**src/rtl/adc_par_reader.sv**
```systemverilog
`timescale 1ns/1ps
module adc_par_reader #(
  parameter int CCLK_HALF    = 5,
  parameter int STRB_LOW     = 3,
  parameter int STRB_SETUP   = 2,
  parameter int RD_LOW       = 5,
  parameter int RD_HIGH      = 3,
  parameter int PRE_QUIET    = 13,
  parameter int POST_QUIET   = 2,
  parameter int ACQ_QUIET    = 41,
  parameter int TIMEOUT_CCLK = 24
) (
  input  logic        clk,
  input  logic        rst_n,
  input  logic        req_i,
  input  logic        byte_mode_i,
  input  logic        busy_i,
  input  logic [15:0] db_i,
  output logic        cclk_o,
  output logic        convst_n_o,
  output logic        cs_n_o,
  output logic        rd_n_o,
  output logic        byte_o,
  output logic [15:0] sample_o,
  output logic        valid_o,
  output logic        err_o
);

  localparam int QUIET = (ACQ_QUIET > PRE_QUIET) ? ACQ_QUIET : PRE_QUIET;
  localparam int TM_A  = (STRB_LOW > POST_QUIET) ? STRB_LOW : POST_QUIET;
  localparam int TM_B  = (RD_LOW > RD_HIGH) ? RD_LOW : RD_HIGH;
  localparam int TMAX  = (TM_A > TM_B) ? TM_A : TM_B;
  localparam int DW    = $clog2(CCLK_HALF + 1);
  localparam int QW    = $clog2(QUIET + 1);
  localparam int TW    = $clog2(TMAX + 1);
  localparam int CTW   = $clog2(TIMEOUT_CCLK + 1);
  localparam int SLOT  = CCLK_HALF - 1 - STRB_SETUP;

  typedef enum logic [2:0] {S_IDLE, S_ALIGN, S_STRB, S_WAIT, S_RD, S_GAP} state_t;

  state_t          st;
  logic [DW-1:0]   cdiv;
  logic [1:0]      bsync;
  logic [QW-1:0]   quiet;
  logic [TW-1:0]   tmr;
  logic [CTW-1:0]  ccnt;
  logic [7:0]      lo_q;
  logic            mode_q, hi_q, seen_hi;
  logic            busy_s, cclk_rise, launch_slot, quiet_ok, post_ok;
  logic [TW-1:0]   tmr_nx;
  logic [CTW-1:0]  ccnt_nx;

  assign busy_s      = bsync[1];
  assign cclk_rise   = !cclk_o && (cdiv == DW'(CCLK_HALF - 1));
  assign launch_slot = !cclk_o && (cdiv == DW'(SLOT));
  assign quiet_ok    = (quiet == QW'(QUIET));
  assign post_ok     = (tmr >= TW'(POST_QUIET));
  assign tmr_nx      = (tmr == TW'(TMAX)) ? tmr : tmr + 1'b1;
  assign ccnt_nx     = (cclk_rise && ccnt != CTW'(TIMEOUT_CCLK)) ? ccnt + 1'b1 : ccnt;

  always_ff @(posedge clk or negedge rst_n)
    if (!rst_n) begin
      cdiv   <= '0;
      cclk_o <= 1'b0;
    end else if (cdiv == DW'(CCLK_HALF - 1)) begin
      cdiv   <= '0;
      cclk_o <= ~cclk_o;
    end else begin
      cdiv   <= cdiv + 1'b1;
    end

  always_ff @(posedge clk or negedge rst_n)
    if (!rst_n) bsync <= '0;
    else        bsync <= {bsync[0], busy_i};

  always_ff @(posedge clk or negedge rst_n)
    if (!rst_n)
      quiet <= '0;
    else if (busy_s || !rd_n_o || !convst_n_o || st == S_STRB || st == S_WAIT)
      quiet <= '0;
    else if (!quiet_ok)
      quiet <= quiet + 1'b1;

  always_ff @(posedge clk or negedge rst_n) begin
    if (!rst_n) begin
      st         <= S_IDLE;
      convst_n_o <= 1'b1;
      cs_n_o     <= 1'b1;
      rd_n_o     <= 1'b1;
      byte_o     <= 1'b0;
      sample_o   <= '0;
      valid_o    <= 1'b0;
      err_o      <= 1'b0;
      tmr        <= '0;
      ccnt       <= '0;
      lo_q       <= '0;
      mode_q     <= 1'b0;
      hi_q       <= 1'b0;
      seen_hi    <= 1'b0;
    end else begin
      valid_o <= 1'b0;
      case (st)
        S_IDLE:
          if (req_i) begin
            mode_q <= byte_mode_i;
            err_o  <= 1'b0;
            cs_n_o <= 1'b0;
            st     <= S_ALIGN;
          end
        S_ALIGN:
          if (quiet_ok && launch_slot) begin
            convst_n_o <= 1'b0;
            tmr        <= TW'(1);
            ccnt       <= '0;
            seen_hi    <= 1'b0;
            st         <= S_STRB;
          end
        S_STRB: begin
          tmr  <= tmr_nx;
          ccnt <= ccnt_nx;
          if (tmr == TW'(STRB_LOW)) begin
            convst_n_o <= 1'b1;
            st         <= S_WAIT;
          end
        end
        S_WAIT: begin
          tmr  <= tmr_nx;
          ccnt <= ccnt_nx;
          if (busy_s) seen_hi <= 1'b1;
          if (seen_hi && !busy_s && post_ok) begin
            rd_n_o <= 1'b0;
            byte_o <= 1'b0;
            hi_q   <= 1'b0;
            tmr    <= TW'(1);
            st     <= S_RD;
          end else if (ccnt == CTW'(TIMEOUT_CCLK)) begin
            err_o  <= 1'b1;
            cs_n_o <= 1'b1;
            st     <= S_IDLE;
          end
        end
        S_RD: begin
          tmr <= tmr_nx;
          if (tmr == TW'(RD_LOW)) begin
            rd_n_o <= 1'b1;
            tmr    <= TW'(1);
            if (mode_q && !hi_q) begin
              lo_q   <= db_i[7:0];
              hi_q   <= 1'b1;
              byte_o <= 1'b1;
              st     <= S_GAP;
            end else begin
              sample_o <= mode_q ? {db_i[7:0], lo_q} : db_i;
              valid_o  <= 1'b1;
              cs_n_o   <= 1'b1;
              byte_o   <= 1'b0;
              st       <= S_IDLE;
            end
          end
        end
        S_GAP: begin
          tmr <= tmr_nx;
          if (tmr == TW'(RD_HIGH)) begin
            rd_n_o <= 1'b0;
            tmr    <= TW'(1);
            st     <= S_RD;
          end
        end
        default: st <= S_IDLE;
      endcase
    end
  end

endmodule


```
**config.mk**
```make
export PLATFORM = sky130hd
export DESIGN_NAME = adc_par_reader
export DESIGN_NICKNAME = d
export VERILOG_FILES = /design/src/rtl/adc_par_reader.sv
export SDC_FILE = /design/constraint.sdc
export NUM_CORES = 1
export LEC_CHECK = 0
export ABC_AREA = 0
export CAP_MARGIN = 0
export CORE_ASPECT_RATIO = 1.5
export CORE_MARGIN = 4
export CORE_UTILIZATION = 53
export DETAILED_ROUTE_END_ITERATION = 10
export GPL_TIMING_DRIVEN = 0
export PLACE_DENSITY = 0.79
export SLEW_MARGIN = 20
export SYNTH_ARGS = -nofsm -noshare
export SYNTH_HDL_FRONTEND = slang
export SYNTH_SLANG_ARGS = --single-unit
```
**constraint.sdc**
```tcl
create_clock -name clk -period 2.43 [get_ports clk]
set_clock_uncertainty 0.15 [all_clocks]
set_input_delay 0.486 -clock clk [delete_from_list [all_inputs] [get_ports clk]]
set_output_delay 0.486 -clock clk [all_outputs]
set_load 0.05 [all_outputs]
```
==> results of run 1 <==
==> kinds of logic after synthesis <==
group                      Yosys count
adders and majority gates           11
muxes                               26
AOI/OAI and AO/OA                   64
xor gates and xnor gates             5
DFF                                 56
buffers and inverters               23
and+or+nand+nor                     81
==> per-stage QoR <==
step / hold WS, ns / setup WS (ns)
finish: 0.0520 / 0.105
global route: 0.0953 / 0.0567
CTS: 0.0885 / 0.0933
detailed placement: 0.187 / 0.320
global placement: 0.184 / -1.02
floorplan: 0.0404 / 0.432
==> final cells by class <==
cell class	count	share of cell area, %
Tap cell	68	2.49
Timing Repair Buffer	43	12.5
Inverter	15	1.65
Clock buffer	6	2.42
Clock inverter	2	0.514
Buffer	8	1.03
Multi-Input combinational cell	187	38.2
Sequential cell	56	41.2
==> where the power goes <==
| part | total (uW) | switching, uW | internal, uW | leakage, uW |
|---|---|---|---|---|
| Sequential | 1440 | 201 | 1240 | 0.000672 |
| Combinational | 1990 | 1250 | 735 | 0.000768 |
| Clock | 557 | 318 | 240 | 0.0000522 |
==> layout by cell type (no fill, tap or decap), types with 6 or more instances in the layout <==
cell              n
nand3_1           6
o21ai_0          30
a21oi_1           7
ha_1             11
nand2b_1          6
nand2_1          22
clkdlybuf4s50_1  42
clkbuf_8          6
mux2i_1          17
nor2_1           16
inv_1            15
mux2_2            9
dfrtp_1          53
==> synth_stat cells, types with 4 or more instances <==
| master | n |
|---|---|
| buf_2 | 4 |
| o21ai_0 | 30 |
| mux2i_1 | 17 |
| clkbuf_1 | 4 |
| nor2_1 | 16 |
| inv_1 | 15 |
| dfrtp_1 | 53 |
| ha_1 | 11 |
| mux2_2 | 9 |
| nand4b_1 | 4 |
| a21oi_1 | 7 |
| nand2_1 | 22 |
| nand3_1 | 6 |
| nand2b_1 | 6 |
==> routing by layer <==
layer	vias to the layer above	GRT usage, %	routed length [microns]
li1	1049	-	-
met1	1064	24.0	2410
met2	47	36.6	3370
met3	6	4.18	264
met4	0	4.69	43
met5	-	0	0
==> worst min-delay path by stage <==
stage / from / end / slack [ns] / cells past startpoint
3_3_place_gp: bsync[0] / bsync[1] / 0.18 / 0
6_report: rst_n / ccnt[2] / 0.05 / 1
3_5_place_dp: bsync[0] / bsync[1] / 0.19 / 0
5_1_grt: rst_n / cdiv[1] / 0.1 / 1
2_1_floorplan: rst_n / bsync[0] / 0.04 / 0
4_1_cts: rst_n / cdiv[1] / 0.09 / 1
==> state kept, by name, summed over array words and instances (netlist names), 2 cells and up <==
| register | count |
|---|---|
| bsync | 2 |
| ccnt | 5 |
| cdiv | 3 |
| lo_q | 8 |
| quiet | 6 |
| sample_o | 16 |
| st | 3 |
| tmr | 3 |
==> summary.md, run 1 <==
| Metric | Value |
|---|---|
| Vias in the first global route | 2,247 |
| Width of the die | 67.3 microns |
| Die Y | 97.0 microns |
| Clock root cell | clkbuf_8 |
| Final setup violation count | 0 |
| All-Layer GR Usage | 20.4% |
| Largest family of logic cells by synthesized area | simple AND/OR/NAND/NOR gates |
| Startpoint types | register |
| Reg2Reg Setup Slack | 0.33 ns |
| Outcome | completed |
| Postcts setup bufs | 0 |
| Fillers | 455 |
| Pwr dens | 1170 nW/um^2 |
| Storage element area | 1410 sq um |
| Sequential share of the synthesized area | 50.2% |
| Delay-heaviest family, CP | buffers and inverters |
| Post-layout net count | 348 |
| Post-Synth Adder-Cell Area | 4.92% |
| Area leader, netlist | dfrtp_1 |
| Final instance area | 3410 sq um |
| Final std cells w/o fill | 385 |
| Max clock buf depth | 2 |
| Cell chain of the critical path | clkdlybuf4s50_1 |
| PnR Total Power | 3990 uW |
| Placed cell count | 377 |
| Final Hold Vio Count | 0 |
| Ys flop type | dfrtp_1 |
| Dpl hpwl | 4.51 mm |
| Ys Warns | 0 |
| Worst Hold Class | in -> async |
| End of the critical path | rd_n_o |
| Critical Path Fanout Max | 3 |
| Total CTS buffers | 5 |
| R2R depth | 5 |
| Ys async rst share | 100% |
| Num ports | 44 |
| RSZ-0062 raised after global routing | no |
| Top cell type's share of synthesized area | 47.4% |
| Largest net degree at the start of global routing | 57 |
| Worst Tran Pin Value | 0.700 ns |
| CTS Sinks | 56 |
| Mapped Cells | 266 |
| WS Path Type | reg -> out |
| Reg-to-Reg Start | tmr[0] |
| Multi-input gate area | 1300 sq um |
| Area growth syn-to-layout | 21.9% |
| Static leakage | 0.00149 uW |
| Worst reg2reg endpoint | lo_q[1] |
| Crit path launch | rd_n_o |
| WP data required | 1.79 ns |
| Post-Syn Area | 2800 sq um |
| First-pass GRT wire length | 10.4 mm |
| CTS tree | built |
| XOR/XNOR Fraction of Synth Area | 1.57% |
| Post-synth cell types | 50 |
| CP Capture Type | output port |
| Mean post-synth cell area | 10.5 sq um |
| Cell Rows | 32 |
| Remaining global-route overflow | 0 |
| Final worst path period share | 95.7% |
| Critical path's slowest cell | clkdlybuf4s50_1 |
| Final setup TNS | 0 ns |
| WP depth | 1 |
| H-tree Lvls | 2 |
| # DRC | 0 |
| Layout cell share with drive strength beyond 1 | 10.7% |
| ANT nets after route | 0 |
| FF+latch count, synth | 56 |
| Hold buffers post-CTS | 0 |
| Final WL | 6.09 mm |
| Crit path DAT | 1.69 ns |
| Synth top area cells | dfrtp_1 47%, mux2i_1 6.1%, o21ai_0 5.4% |
| Placeable Area | 5120 sq um |
| Compound-gate portion of the synthesized area | 14.4% |
| Avg WL per Cell | 15.8 microns |
| Max-cap violations | 0 |
| Starting DRT DRC Count | 124 |
| Pins Over Slew Limit | 0 |
| Post-Synth Simple-Gate Area | 15.9% |
| Later-pin clock latency in the skew report | 0.31 ns |
| Starting Density | 54.6% |
| Crit path buffers/inverters | 1 |
| Drt pass-1 iters | 5 |
| Total number of vias | 2,166 |
| Normalized max-slew margin | 53.3% |
| Post_cts resized | 0 |
| Placer congestion estimate | 0.870 |
| Antenna diode count | 0 |
| VDD IR max | 0.000766 V |
| Mux cell area share after synthesis | 9.70% |
| Peak Freq | 430 MHz |
| Initial antenna violation count | 0 |
| CP max stage delay | 0.81 ns |
| Die area | 6530 sq um |
| Number of enable flip-flop cells after synthesis | 0 |
| Clock Pin Slew Worst Setup and Hold Paths | 0.10 ns |
| IO Port Bufs | 43 |
| DR vias/cell | 5.63 |
| Post-synthesis net count | 298 |
| Final core utilization | 66.6% |
| Placed cell area | 3310 sq um |
| Period minus WS final | 2.33 ns |
Note: power is estimated with default switching activity, not from simulation.
==> inputs of run 2 (changes only) <==
- GPL_ROUTABILITY_DRIVEN: default -> 0
- SKIP_LAST_GASP: default -> 1
==> results of run 2 <==
No change in the layout: final DEF, timing and power equal those of run 1.
==> inputs of run 3 (changes only) <==
- CTS_CLUSTER_DIAMETER: default -> 80
- GPL_ROUTABILITY_DRIVEN: 0 -> default
==> results of run 3 <==
No change in the layout: final DEF, timing and power equal those of run 1.
